### src/rtl/tsr_pkg.sv
package tsr_pkg;

  typedef enum logic [3:0] {
    ST_IDLE,
    ST_CHECK,
    ST_WAIT,
    ST_STATUS,
    ST_SET_RD,
    ST_SET_WR,
    ST_HOLD,
    ST_CLR_RD,
    ST_CLR_WR
  } tsr_state_e;

endpackage

### src/rtl/tsr_interval.sv
// Down-counter that measures one programmable interval after a load pulse.
module tsr_interval #(
  parameter int unsigned CYCLES = 250000
) (
  input  logic clk,
  input  logic rst_n,
  input  logic load_i,
  output logic expire_o
);
  localparam int unsigned TW = (CYCLES > 1) ? $clog2(CYCLES) : 1;
  localparam logic [TW-1:0] LOAD_VAL = TW'(CYCLES - 1);

  logic [TW-1:0] cnt_q, cnt_d;
  logic          run_q, run_d;

  assign expire_o = run_q && (cnt_q == '0);

  always_comb begin
    cnt_d = cnt_q;
    run_d = run_q;
    if (load_i) begin
      cnt_d = LOAD_VAL;
      run_d = 1'b1;
    end else if (expire_o) begin
      run_d = 1'b0;
    end else if (run_q) begin
      cnt_d = cnt_q - 1'b1;
    end
  end

  always_ff @(posedge clk or negedge rst_n) begin
    if (!rst_n) begin
      cnt_q <= '0;
      run_q <= 1'b0;
    end else begin
      cnt_q <= cnt_d;
      run_q <= run_d;
    end
  end
endmodule

### src/rtl/tsr_phy_port.sv
// Holds one PHY register access on a request/done handshake.
module tsr_phy_port #(
  parameter int unsigned ADDR_W = 16,
  parameter int unsigned DATA_W = 16
) (
  input  logic              clk,
  input  logic              rst_n,
  input  logic              go_i,
  input  logic              wr_i,
  input  logic [ADDR_W-1:0] addr_i,
  input  logic [DATA_W-1:0] wdata_i,
  output logic              phy_req_o,
  output logic              phy_wr_o,
  output logic [ADDR_W-1:0] phy_addr_o,
  output logic [DATA_W-1:0] phy_wdata_o,
  input  logic              phy_done_i,
  input  logic [DATA_W-1:0] phy_rdata_i,
  output logic              rsp_o,
  output logic [DATA_W-1:0] rsp_data_o
);
  logic              req_q, req_d;
  logic              wr_q, wr_d;
  logic [ADDR_W-1:0] addr_q, addr_d;
  logic [DATA_W-1:0] wdata_q, wdata_d;
  logic              rsp_q, rsp_d;
  logic [DATA_W-1:0] rdat_q, rdat_d;
  logic              take;
  logic              finish;

  assign take   = go_i && !req_q;
  assign finish = req_q && phy_done_i;

  always_comb begin
    req_d   = req_q;
    wr_d    = wr_q;
    addr_d  = addr_q;
    wdata_d = wdata_q;
    rsp_d   = 1'b0;
    rdat_d  = rdat_q;
    if (take) begin
      req_d   = 1'b1;
      wr_d    = wr_i;
      addr_d  = addr_i;
      wdata_d = wdata_i;
    end else if (finish) begin
      req_d  = 1'b0;
      rsp_d  = 1'b1;
      rdat_d = phy_rdata_i;
    end
  end

  always_ff @(posedge clk or negedge rst_n) begin
    if (!rst_n) begin
      req_q   <= 1'b0;
      wr_q    <= 1'b0;
      addr_q  <= '0;
      wdata_q <= '0;
      rsp_q   <= 1'b0;
      rdat_q  <= '0;
    end else begin
      req_q <= req_d;
      rsp_q <= rsp_d;
      if (take) begin
        wr_q    <= wr_d;
        addr_q  <= addr_d;
        wdata_q <= wdata_d;
      end
      if (finish) begin
        rdat_q <= rdat_d;
      end
    end
  end

  assign phy_req_o   = req_q;
  assign phy_wr_o    = wr_q;
  assign phy_addr_o  = addr_q;
  assign phy_wdata_o = wdata_q;
  assign rsp_o       = rsp_q;
  assign rsp_data_o  = rdat_q;
endmodule

### src/rtl/train_stall_recover.sv
module train_stall_recover
  import tsr_pkg::*;
#(
  parameter int unsigned          DBG_W       = 32,
  parameter int unsigned          ADDR_W      = 16,
  parameter int unsigned          DATA_W      = 16,
  parameter int unsigned          LTSSM_W     = 6,
  parameter int unsigned          LINK_BIT    = 4,
  parameter int unsigned          POLL_CYCLES = 250000,
  parameter int unsigned          MAX_POLLS   = 200,
  parameter logic [LTSSM_W-1:0]   STALL_STATE = 6'h0D,
  parameter logic [ADDR_W-1:0]    STS_ADDR    = 16'h100D,
  parameter logic [ADDR_W-1:0]    OVR_ADDR    = 16'h1005,
  parameter logic [DATA_W-1:0]    OVR_MASK    = 16'h0028
) (
  input  logic              clk,
  input  logic              rst_n,
  input  logic              start_i,
  input  logic [DBG_W-1:0]  dbg_lo_i,
  input  logic [DBG_W-1:0]  dbg_hi_i,
  output logic              phy_req_o,
  output logic              phy_wr_o,
  output logic [ADDR_W-1:0] phy_addr_o,
  output logic [DATA_W-1:0] phy_wdata_o,
  input  logic              phy_done_i,
  input  logic [DATA_W-1:0] phy_rdata_i,
  output logic              link_up_o,
  output logic              fail_o
);
  localparam int unsigned PW = $clog2(MAX_POLLS + 1);
  localparam logic [PW-1:0] POLL_LAST = PW'(MAX_POLLS);

  tsr_state_e        state_q, state_d;
  logic [PW-1:0]     polls_q, polls_d;
  logic              up_q, up_d;
  logic              fail_q, fail_d;
  logic              tmr_load;
  logic              tmr_expire;
  logic              go;
  logic              go_wr;
  logic [ADDR_W-1:0] go_addr;
  logic [DATA_W-1:0] go_wdata;
  logic              rsp;
  logic [DATA_W-1:0] rsp_data;
  logic              link_seen;
  logic              stalled;
  logic              unused_dbg;

  assign link_seen  = dbg_hi_i[LINK_BIT];
  assign stalled    = (dbg_lo_i[LTSSM_W-1:0] == STALL_STATE) && !rsp_data[0];
  assign unused_dbg = ^{dbg_hi_i, dbg_lo_i[DBG_W-1:LTSSM_W]};

  tsr_interval #(.CYCLES(POLL_CYCLES)) i_interval (
    .clk      (clk),
    .rst_n    (rst_n),
    .load_i   (tmr_load),
    .expire_o (tmr_expire)
  );

  tsr_phy_port #(.ADDR_W(ADDR_W), .DATA_W(DATA_W)) i_phy_port (
    .clk         (clk),
    .rst_n       (rst_n),
    .go_i        (go),
    .wr_i        (go_wr),
    .addr_i      (go_addr),
    .wdata_i     (go_wdata),
    .phy_req_o   (phy_req_o),
    .phy_wr_o    (phy_wr_o),
    .phy_addr_o  (phy_addr_o),
    .phy_wdata_o (phy_wdata_o),
    .phy_done_i  (phy_done_i),
    .phy_rdata_i (phy_rdata_i),
    .rsp_o       (rsp),
    .rsp_data_o  (rsp_data)
  );

  always_comb begin
    state_d  = state_q;
    polls_d  = polls_q;
    up_d     = up_q;
    fail_d   = fail_q;
    tmr_load = 1'b0;
    go       = 1'b0;
    go_wr    = 1'b0;
    go_addr  = STS_ADDR;
    go_wdata = '0;
    case (state_q)
      ST_IDLE: begin
        if (start_i) begin
          up_d    = 1'b0;
          fail_d  = 1'b0;
          polls_d = '0;
          state_d = ST_CHECK;
        end
      end
      ST_CHECK: begin
        if (link_seen) begin
          up_d    = 1'b1;
          state_d = ST_IDLE;
        end else if (polls_q == POLL_LAST) begin
          fail_d  = 1'b1;
          state_d = ST_IDLE;
        end else begin
          tmr_load = 1'b1;
          state_d  = ST_WAIT;
        end
      end
      ST_WAIT: begin
        if (tmr_expire) begin
          go      = 1'b1;
          go_addr = STS_ADDR;
          state_d = ST_STATUS;
        end
      end
      ST_STATUS: begin
        if (rsp) begin
          if (stalled) begin
            go      = 1'b1;
            go_addr = OVR_ADDR;
            state_d = ST_SET_RD;
          end else begin
            polls_d = polls_q + 1'b1;
            state_d = ST_CHECK;
          end
        end
      end
      ST_SET_RD: begin
        if (rsp) begin
          go       = 1'b1;
          go_wr    = 1'b1;
          go_addr  = OVR_ADDR;
          go_wdata = rsp_data | OVR_MASK;
          state_d  = ST_SET_WR;
        end
      end
      ST_SET_WR: begin
        if (rsp) begin
          tmr_load = 1'b1;
          state_d  = ST_HOLD;
        end
      end
      ST_HOLD: begin
        if (tmr_expire) begin
          go      = 1'b1;
          go_addr = OVR_ADDR;
          state_d = ST_CLR_RD;
        end
      end
      ST_CLR_RD: begin
        if (rsp) begin
          go       = 1'b1;
          go_wr    = 1'b1;
          go_addr  = OVR_ADDR;
          go_wdata = rsp_data & ~OVR_MASK;
          state_d  = ST_CLR_WR;
        end
      end
      ST_CLR_WR: begin
        if (rsp) begin
          polls_d = polls_q + 1'b1;
          state_d = ST_CHECK;
        end
      end
      default: state_d = ST_IDLE;
    endcase
  end

  always_ff @(posedge clk or negedge rst_n) begin
    if (!rst_n) begin
      state_q <= ST_IDLE;
      polls_q <= '0;
      up_q    <= 1'b0;
      fail_q  <= 1'b0;
    end else begin
      state_q <= state_d;
      polls_q <= polls_d;
      up_q    <= up_d;
      fail_q  <= fail_d;
    end
  end

  assign link_up_o = up_q;
  assign fail_o    = fail_q;
endmodule

### config.mk
export PLATFORM = sky130hd
export DESIGN_NAME = train_stall_recover
export DESIGN_NICKNAME = d
export VERILOG_FILES = /design/src/rtl/tsr_pkg.sv /design/src/rtl/tsr_interval.sv /design/src/rtl/tsr_phy_port.sv /design/src/rtl/train_stall_recover.sv
export SDC_FILE = /design/constraint.sdc
export NUM_CORES = 1
export LEC_CHECK = 0
export CORE_ASPECT_RATIO = 2
export CORE_MARGIN = 5
export CORE_UTILIZATION = 40
export CTS_CLUSTER_SIZE = 16
export DETAILED_ROUTE_END_ITERATION = 10
export HOLD_SLACK_MARGIN = 0.02
export PLACE_DENSITY_LB_ADDON = 0.05
export SLEW_MARGIN = 0
export SYNTH_ARGS = -nofsm -noshare
export SYNTH_HDL_FRONTEND = slang
export SYNTH_SLANG_ARGS = --single-unit
### constraint.sdc
create_clock -name clk -period 2.9 [get_ports clk]
set_input_delay 0.58 -clock clk [delete_from_list [all_inputs] [get_ports clk]]
set_output_delay 0.58 -clock clk [all_outputs]
set_load 0.02 [all_outputs]
==> reports/metrics.csv <==
metric;value;unit
diode count;0;
die height;140;um
Seq/Total Area, Yosys;0.496;
drt via density;5.32;
Crit. End Element;register;
most frequent cell after synthesis;dfrtp_1;
CP cell instances;or4_4 -> or2_1 -> or4_4 -> a21boi_4 -> buf_4 -> o21ai_0;
layout cells sized above 1;0.151;
Ports;120;
initial antenna violation count;0;
crit path DAT;2760;ps
Comb pwr share;0.034;
CP delay by family, top;simple AND/OR/NAND/NOR gates;
Antenna Nets Post-Route;0;
Startpoint Class;register;
footprint of the multi-input gates;1500;sq um
gr usage total;0.173;
final hold vios;0;
Clk pwr share;0.515;
RD Place Congestion;0.779;
post-synthesis register bit count;67;
Top Layer Used;met4;
Register Area;1680;sq um
number of global-route vias before repair;2885;
Fin Setup TNS;0;ps
DRC errors left;0;
fin. max-slew vios;0;
RSZ-0062 raised after global routing;false;
first-pass GRT wire length;13.9;mm
ranking of synthesized cells by area;dfrtp_1, mux2_2, o21ai_0;
met3 wire len;303;um
max cap viols;0;
synthesis warning total;0;
CTS Buffer Depth;2;
Nets;486;
dpl hpwl;6.17;mm
post-synthesis cell type with the largest combined area;dfrtp_1;
Post-synth ARST share;1.00;
Synth Flop Type;dfrtp_1;
Req. time, crit path;3100;ps
most numerous cell on the critical path;or4_4;
CTS sink count;67;
fin crit period;2550;ps
Sequential Power Share;0.451;
crit path buf inv count;1;
Final Skew;5.76;ps
slowest cell delay on critical path;570;ps
Power Dens Cells;482;nW/um^2
Leak Pwr;1.86;nW
final global-route overflow total;0;
Met2 Wirelength;4.61;mm
CTS root buf;clkbuf_16;
Switching Share;0.204;
top post-synthesis cells by count;dfrtp_1, o21ai_0, nand2_1;
top-area cell type share of the netlist area;0.496;
Avg Cell Area, Syn;10.0;sq um
Initial Utilization;0.407;
die width;75.0;um
DR pass1 iterations;4;
initial DRC count;124;
Core Region;8290;sq um
cell-internal power;1.65;mW
number of synthesized flops with an enable pin;0;
fmax;0.392;GHz
die area;10500;sq um
CTS Hold Bufs;0;
htree depth;3;
Critical-path top delay cell;or4_4;
PortBufs;48;
Switching Power;423;uW
CTS buffer count;9;
via count;2665;
drt total wl;8.13;mm
Setup-failing EPs final;0;
Max VDD drop;342;uV
pin count of the biggest net entering global routing;28;
Worst Tran Pin Value;702;ps
CTS tree;yes;
post-synth cell types;52;
normalized max-slew margin;0.526;
wire per inst;16.2;um
setup bufs post-CTS;0;
critical path type;register to register;
crit share post-route;0.880;
crit path max fanout;12;
clock latency on the worst-skew pair;330;ps
Mapped Cells;337;
Cell Area, Synth;3380;sq um
FF-to-FF Start;i_interval.cnt_q[6];
origin of the worst setup path;i_interval.cnt_q[6];
CTS clock-pin slew for the worst setup and hold paths;60;ps
# rows;47;
post_cts resized;0;
met1 wire length;2.97;mm
area grow syn2layout;27.4;%
Hold/Removal Path Class;primary input to asynchronous set/reset pin;
PnR Total Power;2.07;mW
Fillers;772;
status;finished clean;
[routing by layer]
metal / vias to the layer above / global-route usage
met4: 0 / 0.0882
met2: 55 / 0.311
met1: 1291 / 0.179
met3: 18 / 0.0380
met5: - / 0
li1: 1301 / -
[logic make-up (layout without fill, tap and decap cells)]
group           count (synthesis)  count (layout)  synth area share
fa+ha+maj                       4               4            0.0141
other cells                     1              12           0.00111
simple gates                  115             115             0.188
mux                            17              17            0.0600
xor+xnor                       11              11            0.0285
flops                          67              67             0.496
compound gates                 73              73             0.139
buf+inv                        49             104            0.0733
[flip-flops by register name, indices dropped and copies added, names as in the netlist, 2 cells and up]
register	flops
i_interval.cnt_q	18
i_phy_port.phy_wdata_o	15
i_phy_port.rsp_data_o	14
polls_q	8
state_q	4
i_phy_port.phy_addr_o	2
[stage by stage]
stage | std cells | hold WS (ps) | cell area [sq um] | utilization | setup slack, ps
after global routing | 501 | 270 | 4300 | 0.519 | 189
final | 501 | 237 | 4300 | 0.519 | 347
after floorplan | 348 | 284 | 3420 | - | 493
after global placement | 486 | 474 | 4010 | 0.483 | 72.4
after CTS | 501 | 252 | 4300 | 0.519 | 314
after detailed placement | 486 | 476 | 4010 | 0.483 | 55.1
[placed cells by master (no fill, tap or decap), types with 4 or more instances in the layout]
cell type,instances
nand4_1,4
dfrtp_1,67
a21oi_1,7
nor2_1,16
nand3_1,23
a211oi_1,4
conb_1,12
inv_1,23
a31oi_1,6
clkbuf_16,9
o31ai_1,4
or3_1,4
nand2b_1,4
mux2_2,14
o21ai_0,31
nand2_1,24
buf_4,17
clkdlybuf4s50_1,47
nor3_1,6
nor4_1,7
xor2_1,10
[final timing paths]
check / endpoint / slack (ps) / cells after the start
max in group asynchronous: i_phy_port.phy_wdata_o[7] / 1900 / 2
min: i_interval.cnt_q[17] / 240 / 1
max: i_phy_port.phy_wdata_o[7] / 350 / 6
min in group clk: i_phy_port.phy_wdata_o[2] / 480 / 2
min reg2reg: i_phy_port.phy_wdata_o[2] / 480 / 2
max reg2reg: i_phy_port.phy_wdata_o[7] / 350 / 6
[power groups by stage]
stage	clock network [mW]	registers, mW	logic (mW)
CTS	1.09	0.935	0.0711
detailed placement	0	0.952	0.0712
global placement	0	0.952	0.0706
floorplan	0	0.952	0.0279
finish	1.07	0.936	0.0696
global route	1.13	0.935	0.0769
[cell type report]
type / instances / area share
flip-flops and latches: 67 / 0.390
multi-input cells: 232 / 0.349
inverters: 23 / 0.0201
clock inverters: 4 / 0.0119
clock buffers: 11 / 0.0564
well taps: 98 / 0.0285
repair buffers: 66 / 0.145
Note: power is estimated with default switching activity, not from simulation.
